File: config.mk
export PLATFORM = sky130hd
export DESIGN_NAME = idx_addr_gen
export DESIGN_NICKNAME = d
export VERILOG_FILES = /design/src/rtl/idx_pkg.sv /design/src/rtl/idx_addr_regs.sv /design/src/rtl/idx_strobe_dec.sv /design/src/rtl/idx_rd_mux.sv /design/src/rtl/idx_addr_gen.sv
export SDC_FILE = /design/constraint.sdc
export NUM_CORES = 1
export LEC_CHECK = 0
export CELL_PAD_IN_SITES_DETAIL_PLACEMENT = 1
export CELL_PAD_IN_SITES_GLOBAL_PLACEMENT = 1
export CORE_MARGIN = 2
export CORE_UTILIZATION = 41
export DETAILED_ROUTE_END_ITERATION = 7
export DONT_BUFFER_PORTS = 1
export PLACE_DENSITY_LB_ADDON = 0.1
export SLEW_MARGIN = 20
export SYNTH_ARGS = -nofsm -noshare
export SYNTH_HDL_FRONTEND = slang
export SYNTH_SLANG_ARGS = --single-unit
File: constraint.sdc
create_clock -name clk -period 1.7 [get_ports clk]
set_input_delay 0.17 -clock clk [delete_from_list [all_inputs] [get_ports clk]]
set_output_delay 0.17 -clock clk [all_outputs]
set_load 0.03 [all_outputs]
File: src/rtl/idx_pkg.sv
package idx_pkg;

  localparam int REG_W = 8;

  typedef enum logic [1:0] {
    INC_NONE   = 2'b00,
    INC_ON_RD  = 2'b01,
    INC_ON_WR  = 2'b10,
    INC_ON_ANY = 2'b11
  } inc_mode_e;

  typedef enum logic [1:0] {
    SEL_LOW  = 2'b00,
    SEL_MODE = 2'b01,
    SEL_DATA = 2'b10,
    SEL_NONE = 2'b11
  } reg_sel_e;

  // Policy bit 0 enables stepping on reads, bit 1 on writes.
  function automatic logic step_wanted(inc_mode_e m, logic rd, logic wr);
    return (rd && m[0]) || (wr && m[1]);
  endfunction

endpackage

File: src/rtl/idx_addr_regs.sv
module idx_addr_regs
  import idx_pkg::*;
#(
  parameter int ADDR_W  = 9,
  parameter int LOW_W   = 8,
  parameter int SPACE_W = 2
) (
  input  logic               clk,
  input  logic               rst_n,
  input  logic               low_we,
  input  logic               mode_we,
  input  logic [REG_W-1:0]   wdata,
  input  logic               data_rd,
  input  logic               data_wr,
  output logic [ADDR_W-1:0]  addr,
  output logic [SPACE_W-1:0] space,
  output inc_mode_e          inc_mode
);

  localparam int HIGH_W    = ADDR_W - LOW_W;
  localparam int SPACE_LSB = 4;
  localparam int MODE_LSB  = 6;

  logic [ADDR_W-1:0]  addr_q;
  logic [SPACE_W-1:0] space_q;
  inc_mode_e          mode_q;
  logic               step_ev;
  logic               addr_at_top;

  function automatic logic [ADDR_W-1:0] step_addr(logic [ADDR_W-1:0] a);
    return a + ADDR_W'(1);
  endfunction

  assign step_ev     = step_wanted(mode_q, data_rd, data_wr);
  assign addr_at_top = (addr_q == '1);

  always_ff @(posedge clk) begin
    if (!rst_n) begin
      addr_q  <= '0;
      space_q <= '0;
      mode_q  <= INC_NONE;
    end else if (low_we) begin
      addr_q[LOW_W-1:0] <= wdata[LOW_W-1:0];
    end else if (mode_we) begin
      addr_q[ADDR_W-1:LOW_W] <= wdata[HIGH_W-1:0];
      space_q                <= wdata[SPACE_LSB +: SPACE_W];
      mode_q                 <= inc_mode_e'(wdata[MODE_LSB +: 2]);
    end else if (step_ev) begin
      addr_q <= step_addr(addr_q);
    end
  end

  assign addr     = addr_q;
  assign space    = space_q;
  assign inc_mode = mode_q;

  AST_WRAP_TO_ZERO: assert property (@(posedge clk) disable iff (!rst_n)
    (step_ev && addr_at_top) |=> (addr_q == '0));
  AST_IDLE_HOLDS: assert property (@(posedge clk) disable iff (!rst_n)
    (!low_we && !mode_we && !data_rd && !data_wr) |=> $stable(addr_q));
  AST_NONE_HOLDS: assert property (@(posedge clk) disable iff (!rst_n)
    (mode_q == INC_NONE && !low_we && !mode_we) |=> $stable(addr_q));
  AST_RD_ONLY_NO_WR_STEP: assert property (@(posedge clk) disable iff (!rst_n)
    (mode_q == INC_ON_RD && data_wr) |=> $stable(addr_q));
  AST_WR_ONLY_NO_RD_STEP: assert property (@(posedge clk) disable iff (!rst_n)
    (mode_q == INC_ON_WR && data_rd) |=> $stable(addr_q));

endmodule

File: src/rtl/idx_strobe_dec.sv
module idx_strobe_dec #(
  parameter int NUM_SPACES = 4,
  parameter int SPACE_W    = $clog2(NUM_SPACES)
) (
  input  logic                  clk,
  input  logic                  rst_n,
  input  logic [SPACE_W-1:0]    space,
  input  logic                  data_rd,
  input  logic                  data_wr,
  output logic [NUM_SPACES-1:0] rd_stb,
  output logic [NUM_SPACES-1:0] wr_stb
);

  for (genvar s = 0; s < NUM_SPACES; s++) begin : g_space
    logic hit;
    assign hit       = (space == SPACE_W'(s));
    assign rd_stb[s] = hit && data_rd;
    assign wr_stb[s] = hit && data_wr;
  end

  AST_RD_STB_ONEHOT: assert property (@(posedge clk) disable iff (!rst_n)
    $onehot0(rd_stb));
  AST_WR_STB_ONEHOT: assert property (@(posedge clk) disable iff (!rst_n)
    $onehot0(wr_stb));
  AST_STB_ONLY_ON_ACCESS: assert property (@(posedge clk) disable iff (!rst_n)
    (!data_rd && !data_wr) |-> ($countones({rd_stb, wr_stb}) == 0));

endmodule

File: src/rtl/idx_rd_mux.sv
module idx_rd_mux
  import idx_pkg::*;
#(
  parameter int ADDR_W  = 9,
  parameter int LOW_W   = 8,
  parameter int SPACE_W = 2
) (
  input  logic               clk,
  input  logic               rst_n,
  input  reg_sel_e           sel,
  input  logic [ADDR_W-1:0]  addr,
  input  logic [SPACE_W-1:0] space,
  input  inc_mode_e          inc_mode,
  input  logic [REG_W-1:0]   mem_rdata,
  output logic [REG_W-1:0]   rdata
);

  localparam int HIGH_W = ADDR_W - LOW_W;

  logic [REG_W-1:0] mode_view;

  always_comb begin
    mode_view               = '0;
    mode_view[HIGH_W-1:0]   = addr[ADDR_W-1:LOW_W];
    mode_view[4 +: SPACE_W] = space;
    mode_view[7:6]          = inc_mode;
  end

  always_comb begin
    unique case (sel)
      SEL_LOW:  rdata = REG_W'(addr[LOW_W-1:0]);
      SEL_MODE: rdata = mode_view;
      SEL_DATA: rdata = mem_rdata;
      default:  rdata = '0;
    endcase
  end

  AST_RSVD_READ_ZERO: assert property (@(posedge clk) disable iff (!rst_n)
    (sel == SEL_MODE) |-> (rdata[3:1] == 3'b000));

endmodule

File: src/rtl/idx_addr_gen.sv
module idx_addr_gen
  import idx_pkg::*;
#(
  parameter int ADDR_W     = 9,
  parameter int LOW_W      = 8,
  parameter int NUM_SPACES = 4,
  localparam int SPACE_W   = $clog2(NUM_SPACES)
) (
  input  logic                  clk,
  input  logic                  rst_n,
  input  logic [1:0]            reg_sel,
  input  logic                  reg_rd,
  input  logic                  reg_wr,
  input  logic [REG_W-1:0]      reg_wdata,
  output logic [REG_W-1:0]      reg_rdata,
  output logic [ADDR_W-1:0]     mem_addr,
  output logic [SPACE_W-1:0]    mem_space,
  output logic [NUM_SPACES-1:0] mem_rd_stb,
  output logic [NUM_SPACES-1:0] mem_wr_stb,
  output logic [REG_W-1:0]      mem_wdata,
  input  logic [REG_W-1:0]      mem_rdata
);

  reg_sel_e           sel;
  logic               low_we;
  logic               mode_we;
  logic               data_rd;
  logic               data_wr;
  logic [ADDR_W-1:0]  addr;
  logic [SPACE_W-1:0] space;
  inc_mode_e          inc_mode;

  assign sel     = reg_sel_e'(reg_sel);
  assign low_we  = reg_wr && (sel == SEL_LOW);
  assign mode_we = reg_wr && (sel == SEL_MODE);
  assign data_rd = reg_rd && (sel == SEL_DATA);
  assign data_wr = reg_wr && (sel == SEL_DATA);

  idx_addr_regs #(
    .ADDR_W (ADDR_W),
    .LOW_W  (LOW_W),
    .SPACE_W(SPACE_W)
  ) u_regs (
    .clk     (clk),
    .rst_n   (rst_n),
    .low_we  (low_we),
    .mode_we (mode_we),
    .wdata   (reg_wdata),
    .data_rd (data_rd),
    .data_wr (data_wr),
    .addr    (addr),
    .space   (space),
    .inc_mode(inc_mode)
  );

  idx_strobe_dec #(
    .NUM_SPACES(NUM_SPACES),
    .SPACE_W   (SPACE_W)
  ) u_dec (
    .clk    (clk),
    .rst_n  (rst_n),
    .space  (space),
    .data_rd(data_rd),
    .data_wr(data_wr),
    .rd_stb (mem_rd_stb),
    .wr_stb (mem_wr_stb)
  );

  idx_rd_mux #(
    .ADDR_W (ADDR_W),
    .LOW_W  (LOW_W),
    .SPACE_W(SPACE_W)
  ) u_mux (
    .clk      (clk),
    .rst_n    (rst_n),
    .sel      (sel),
    .addr     (addr),
    .space    (space),
    .inc_mode (inc_mode),
    .mem_rdata(mem_rdata),
    .rdata    (reg_rdata)
  );

  assign mem_addr  = addr;
  assign mem_space = space;
  assign mem_wdata = reg_wdata;

  AST_SPACE_HOLDS_ON_DATA: assert property (@(posedge clk) disable iff (!rst_n)
    (data_rd || data_wr) |=> $stable(mem_space));
  AST_RESET_IDLE: assert property (@(posedge clk)
    !rst_n |=> (mem_addr == '0 && mem_space == '0));

endmodule

# Yosys cells after proc, flatten, opt, wreduce, memory -nomap -nowiden
# Index checks and enable logic that the tools add are counted.
# Widths: inputs -> output; s select.
# word_totals
register_bits,13
output_inout_bits,35
# classes
bitwise,1
eq_ne,6
addsub,1
n_mux,5
reduce_logical,22
# ops
operator,n
$pmux 8 s3,1
$mux 8,2
$logic_and 1x1->1,14
$add 9x1->9 const B,1
$mux 9,1
$eq 2x2->1 const B,3
$reduce_and 2->1,3
$eq 2x1->1 const B,2
$logic_not 2->1,2
$reduce_bool 2->1,2
$ne 2x2->1 const B,1
$logic_or 1x1->1,1
$mux 1,1
$not 1->1,1

# Longest topological paths before layout
# Gate-level depths: netlist of the first run.
# depth
word_depth,7
depth_mapped,5

# Hierarchy
# From an unflattened synthesis of the first run, not the netlist that was laid out.
# unflattened
cells_unflattened,110
area_unflattened_um2,1001.0
# modules_own_cells
mod,area_per_inst_um2,seq_area_each_um2,n_inst,cells_per_inst
idx_addr_regs,676.9,260.2,1,71
idx_rd_mux,167.7,0.0,1,19
idx_addr_gen,93.8,0.0,1,12
idx_strobe_dec,62.6,0.0,1,8

# Worst setup path before layout of the first run
# OpenSTA, ideal clock, no wires.
# synth_path
path_kind,reg2reg
from,register u_regs.addr_q[0] (netlist: u_regs.addr[0])
to,register u_regs.addr_q[8] (netlist: u_regs.addr[8])
stages_incl_launch_ff,6
slack_ns,0.107
path_buffers,0
setup_time_ns,0.131
arrival_time_ns,1.461
required_time_ns,1.569
synth_period_minus_slack_ns,1.593
cell_sequence,dfxtp_1 -> ha_1 -> nand3_1 -> nor4_2 -> xnor2_1 -> a21oi_1
# synth_between
elab_chain_len,3
# synth_rtl
element,line_no,rtl
"start, declared",idx_addr_regs.sv:24,logic [ADDR_W-1:0] addr_q;
"start signal, assigned by index",idx_addr_regs.sv:43,addr_q[LOW_W-1:0] <= wdata[LOW_W-1:0];
"start signal, assigned by index",idx_addr_regs.sv:45,addr_q[ADDR_W-1:LOW_W] <= wdata[HIGH_W-1:0];
"start signal, assigned",idx_addr_regs.sv:49,addr_q <= step_addr(addr_q);
$add 9x1->9,idx_addr_regs.sv:31,return a + ADDR_W'(1);
$mux 9,idx_addr_regs.sv:48,end else if (step_ev) begin
$mux 1,idx_addr_regs.sv:44,end else if (mode_we) begin
# No other way between the ends. The select of a mux whose other input is x is not followed.
# A chain may end at the register's enable or synchronous reset.

# Final worst setup path of the first run
# layout_path
from,register u_regs.addr_q[6] (netlist: u_regs.addr[6])
to,output port reg_rdata[6]
# layout_between
elab_chain_len,1
# layout_rtl
element,line_no,rtl
$pmux 8 s3,idx_rd_mux.sv:30,unique case (sel)
"end, declared",idx_addr_gen.sv:15,"output logic [REG_W-1:0] reg_rdata,"
# No other way between the ends.

==> flow_summary.ini, run 1 <==
[routing]
wirelength_um = 3050
ant_nets = 0
drt-pass1-iter-count = 4
vias = 1034
drt_iter0_markers = 12
routedWlPerCell_um = 16.9
drc = 0
vias_per_cell = 5.74

[critical_path]
path_max_fanout = 5
crit_chain = mux2i_1, o21ai_0, buf_4
crit_buf_inv = 1
cp_top_family = flip-flops
cp_data_arrival_time_ns = 1.34
crit_path_top_delay_cell = dfxtp_1
reg2reg_slack_ns = 0.27
worstPathRequired_ns = 1.53
end_kind = primary output
slowest_delay_ns = 0.60
worstSetupPathType = register to primary output
startpoint_type = register

[status]
status = finished clean

[sta]
fmax_mhz = 662
tightestPinTransition_ns = 0.598
setup_viol = 0
drv_slew = 0
final.setup_skew_ns = 0.00572
period_share = 0.889
relSlewSlack = 0.600
period_minus_slack_ns = 1.51
fin_setup_tns_ns = 0
hold_viol_final = 0
rsz0062_at_grt = no

[clock_network]
root_buffer = clkbuf_4
clock_latency_ns = 0.27
clock_sinks = 13
clock_path_buffers = 2
htreeDepth = 1
cts_tree = yes
cts_buffers = 3
ctsHoldBuffers = 0
post_cts_buffers = 0
cts_resized = 0
path_clk_slew_ns = 0.08

[placed_design]
io_buffers = 0
dp_hpwl_um = 2410
dpl_cell_area_mm2 = 0.00116
dp_cells = 176
globalplace.congestion = 0.778

[pwr]
power_density_mw_per_mm2 = 570
power_mw = 0.677
p_leak_nw = 0.498
peakVddDrop_mv = 0.522

[finish]
nNetsFinal = 176
drive_gt1_frac = 0.230
fin_cells = 180
n_antenna_cell = 0
areaGrowthSynthToFinish_pct = 18.2
fillerInstances = 303
final_cell_area_mm2 = 0.00119

[yosys]
yosysMostFrequentCell = nand2_1
synth_area_leaders = dfxtp_1, mux2i_1, buf_4
synth_nets = 156
synth_common_cells = nand2_1, dfxtp_1, mux2i_1, nor2_1, buf_4
avgSynthCellArea_um2 = 7.55
ys_types = 37
synth_seq_cells = 13
syn-cell-area_mm2 = 0.00100
ys_seq_area_frac = 0.259
yosys_warnings = 0
async_flop_share = 0
synth_area_leader_cell = dfxtp_1
yosysTopAreaCellShare = 0.259
synth_edf_count = 0
syn_inst = 133
ys.flop_type = dfxtp_1

[worst_hold_path]
hold_path.class = input pin to register

[floorplanning]
die_h_um = 53.5
rows = 17
core_mm2 = 0.00225
die_w_um = 53.5
start_util = 0.446
dieArea_mm2 = 0.00286
ios = 57

[global_routing]
grt_pass1_wl_um = 4640
grt_max_degree = 15
gr-total-overflow = 0
antenna_found_initial = 0
grt_pass1_vias = 957
grt.total_usage = 0.224

[run]
cap_violations = 0
-- worst paths after layout --
path                        from  depth (start not counted)        endpoint
setup / recovery  u_regs.addr[6]                          3    reg_rdata[6]
hold / removal             rst_n                          2  u_regs.addr[8]
setup reg to reg  u_regs.addr[6]                          4  u_regs.addr[6]
hold reg to reg   u_regs.addr[3]                          2  u_regs.addr[3]
-- per-stage QoR --
stage	util	hold WS (ns)	setup slack, ns
2_1_floorplan	-	0.314	0.107
3_3_place_gp	0.515	0.302	0.338
3_5_place_dp	0.515	0.308	0.289
4_1_cts	0.527	0.0164	0.179
5_1_grt	0.527	0.00555	0.107
6_report	0.527	0.0268	0.188
-- per-layer routing --
layer  track usage  up-vias  part of all wire
li1              -      510                 -
met1         0.303      489              0.46
met2         0.364       33              0.47
met3        0.0367        2             0.065
met4        0.0641        0            0.0059
met5             0        -                 0
-- layout make-up --
class / count / area (um2) / share of cell area
Clock buffer: 4 / 26.3 / 0.0221
Inverter: 2 / 7.51 / 0.00632
Multi-Input combinational cell: 105 / 648 / 0.546
Sequential cell: 13 / 260 / 0.219
Tap cell: 28 / 35.0 / 0.0295
Timing Repair Buffer: 28 / 210 / 0.177
-- logic make-up (layout without fill, tap and decap cells) --
| group | count (synthesis) | after routing | synth area share |
|---|---|---|---|
| simple gates | 60 | 60 | 0.311 |
| mux | 12 | 12 | 0.120 |
| buf+inv | 15 | 34 | 0.0959 |
| xor+xnor | 1 | 1 | 0.00872 |
| fa+ha+maj | 1 | 1 | 0.0125 |
| compound gates | 31 | 31 | 0.193 |
| flops | 13 | 13 | 0.259 |
-- placed cells by master, fill, tap and decap left out, types with 2 or more instances in the layout --
cell | Yosys | layout
o22ai_1 | 2 | 2
nand2_1 | 17 | 17
buf_4 | 10 | 28
nand2b_1 | 3 | 3
a21oi_1 | 8 | 8
o21ai_0 | 9 | 9
mux2i_1 | 12 | 12
nand3_1 | 3 | 3
nor2_1 | 11 | 11
nor3_1 | 7 | 7
nor2b_1 | 6 | 6
nor4_1 | 2 | 2
or3_1 | 2 | 2
dfxtp_1 | 13 | 13
inv_1 | 2 | 2
clkbuf_4 | 0 | 3
nand4_1 | 2 | 2
o21ai_1 | 3 | 3
-- sequential cells by signal, summed over array words and instances (netlist names) --
register / count
u_regs.addr: 9
u_regs.inc_mode: 2
u_regs.space: 2
-- power by group --
group,leakage (nW),total (mW),switching (mW),internal [mW]
sequential,0.106,0.328,0.0135,0.314
combinational,0.377,0.158,0.0956,0.0626
clock,0.0150,0.191,0.100,0.0908
Power figures use the tool's default switching activity.
==> run 2, diff against run 1 <==
- CELL_PAD_IN_SITES_DETAIL_PLACEMENT: 1 -> not set
- CELL_PAD_IN_SITES_GLOBAL_PLACEMENT: 1 -> not set
- CORE_UTILIZATION: 41 -> 55
- PLACE_DENSITY: not set -> 0.7
- PLACE_DENSITY_LB_ADDON: 0.1 -> not set
==> flow_summary.ini, run 2 (synthesis results as in run 1) <==
[routing]
wirelength_um = 2650
drt_iter0_markers = 27
drt-pass1-iter-count = 4
vias = 1050
drc = 0
vias_per_cell = 5.90
routedWlPerCell_um = 14.9
ant_nets = 0

[critical_path]
slowest_delay_ns = 0.59
crit_buf_inv = 1
end_kind = primary output
path_max_fanout = 5
cp_data_arrival_time_ns = 1.37
crit_path_top_delay_cell = dfxtp_1
rr_startpoint = u_regs.addr[0]
crit_cells = 3
crit_start = u_regs.addr[7]
worstSetupPathType = register to primary output
worstPathRequired_ns = 1.53
r2r_cells = 5
cp_top_family = flip-flops
cp-endpoint = reg_rdata[7]
startpoint_type = register
r2r-end = u_regs.addr[8]
crit_chain = mux2i_1, o21ai_0, buf_4
reg2reg_slack_ns = 0.30

[floorplanning]
die_w_um = 46.7
start_util = 0.582
core_mm2 = 0.00173
die_h_um = 46.7
rows = 15
ios = 57
dieArea_mm2 = 0.00218

[global_routing]
grt.total_usage = 0.263
antenna_found_initial = 0
grt_pass1_vias = 899
grt_max_degree = 17
gr-total-overflow = 0
grt_pass1_wl_um = 4000

[finish]
fin_cells = 178
seqCellArea_um2 = 260
final_cell_mix = buf_4, nand2_1, dfxtp_1
final_common_cell = buf_4
multi_input_area_um2 = 648
areaGrowthSynthToFinish_pct = 18.8
nNetsFinal = 177
drive_gt1_frac = 0.229
n_antenna_cell = 0
largest_register_ffs = 9
fillerInstances = 153

[sta]
tightestPinTransition_ns = 0.430
rsz0062_at_grt = no
hold_viol_final = 0
fmax_mhz = 647
period_minus_slack_ns = 1.54
final.setup_skew_ns = 0.000538
relSlewSlack = 0.713
drv_slew = 0
period_share = 0.909
setup_viol = 0
fin_setup_tns_ns = 0

[pwr]
p_leak_nw = 0.502
peakVddDrop_mv = 0.461
power_density_mw_per_mm2 = 572

[placed_design]
io_buffers = 0
dp_cells = 173
globalplace.congestion = 0.835
dp_hpwl_um = 2070

[status]
status = finished clean

[run]
cap_violations = 0

[clock_network]
htreeDepth = 1
clock_latency_ns = 0.28
cts_resized = 0
post_cts_buffers = 0
clock_path_buffers = 2
path_clk_slew_ns = 0.08
root_buffer = clkbuf_4
cts_tree = yes
cts_buffers = 3
clock_sinks = 13

[worst_hold_path]
hold_path.class = input pin to register
run 2: cell types whose count changed in the layout (fill, tap and decap cells not counted):
cell and change:
dlygate4sd3_1 +1
run 2: how the worst min path moves through the flow:
stage / startpoint / endpoint / slack (ns) / cells after the start
2_1_floorplan: reg_wdata[0] / u_regs.addr[0] / 0.31 / 2
3_3_place_gp: rst_n / u_regs.space[0] / 0.30 / 1
3_5_place_dp: rst_n / u_regs.space[0] / 0.31 / 1
4_1_cts: rst_n / u_regs.addr[5] / 0.004 / 1
5_1_grt: rst_n / u_regs.inc_mode[0] / 0.01 / 1
6_report: rst_n / u_regs.inc_mode[0] / 0.01 / 1
run 2: layer usage:
metal | vias up | track usage | part of all wire
li1 | 514 | - | -
met1 | 474 | 0.328 | 0.42
met2 | 58 | 0.425 | 0.47
met3 | 4 | 0.0808 | 0.10
met4 | 0 | 0.111 | 0.011
met5 | - | 0 | 0
run 2: metrics by stage:
step | hold slack [ns] | total power [mW] | setup slack (ns) | utilization | cell area, um2
after floorplan | 0.314 | 0.489 | 0.107 | - | 1000
after global placement | 0.300 | 0.488 | 0.392 | 0.670 | 1160
after detailed placement | 0.306 | 0.491 | 0.329 | 0.670 | 1160
after CTS | 0.00437 | 0.684 | 0.162 | 0.686 | 1180
after global routing | 0.0102 | 0.716 | 0.0842 | 0.691 | 1190
final | 0.0137 | 0.682 | 0.155 | 0.691 | 1190
run 2: power breakdown:
group,internal [mW],switching [mW]
sequential,0.314,0.00916
clock,0.0913,0.104
combinational,0.0653,0.0981
run 2: worst reg2reg max path, stage by stage (launching register included):
cell	delay, ns
dfxtp_1	0.34
ha_1	0.20
nand3_1	0.18
nor4_2	0.33
xnor2_1	0.15
a21oi_1	0.08
run 2: area by class of cell:
class,count,area share
repair buffers,29,0.184
clock buffers,4,0.0220
multi-input cells,105,0.543
inverters,2,0.00629
well taps,25,0.0262
flip-flops and latches,13,0.218
run 2: repair_timing:
action / 4_1_cts / 5_1_grt
endpoints found under the setup margin: 0 / 0
hold buffers: 0 / 1
endpoints found under the hold margin: 0 / 2
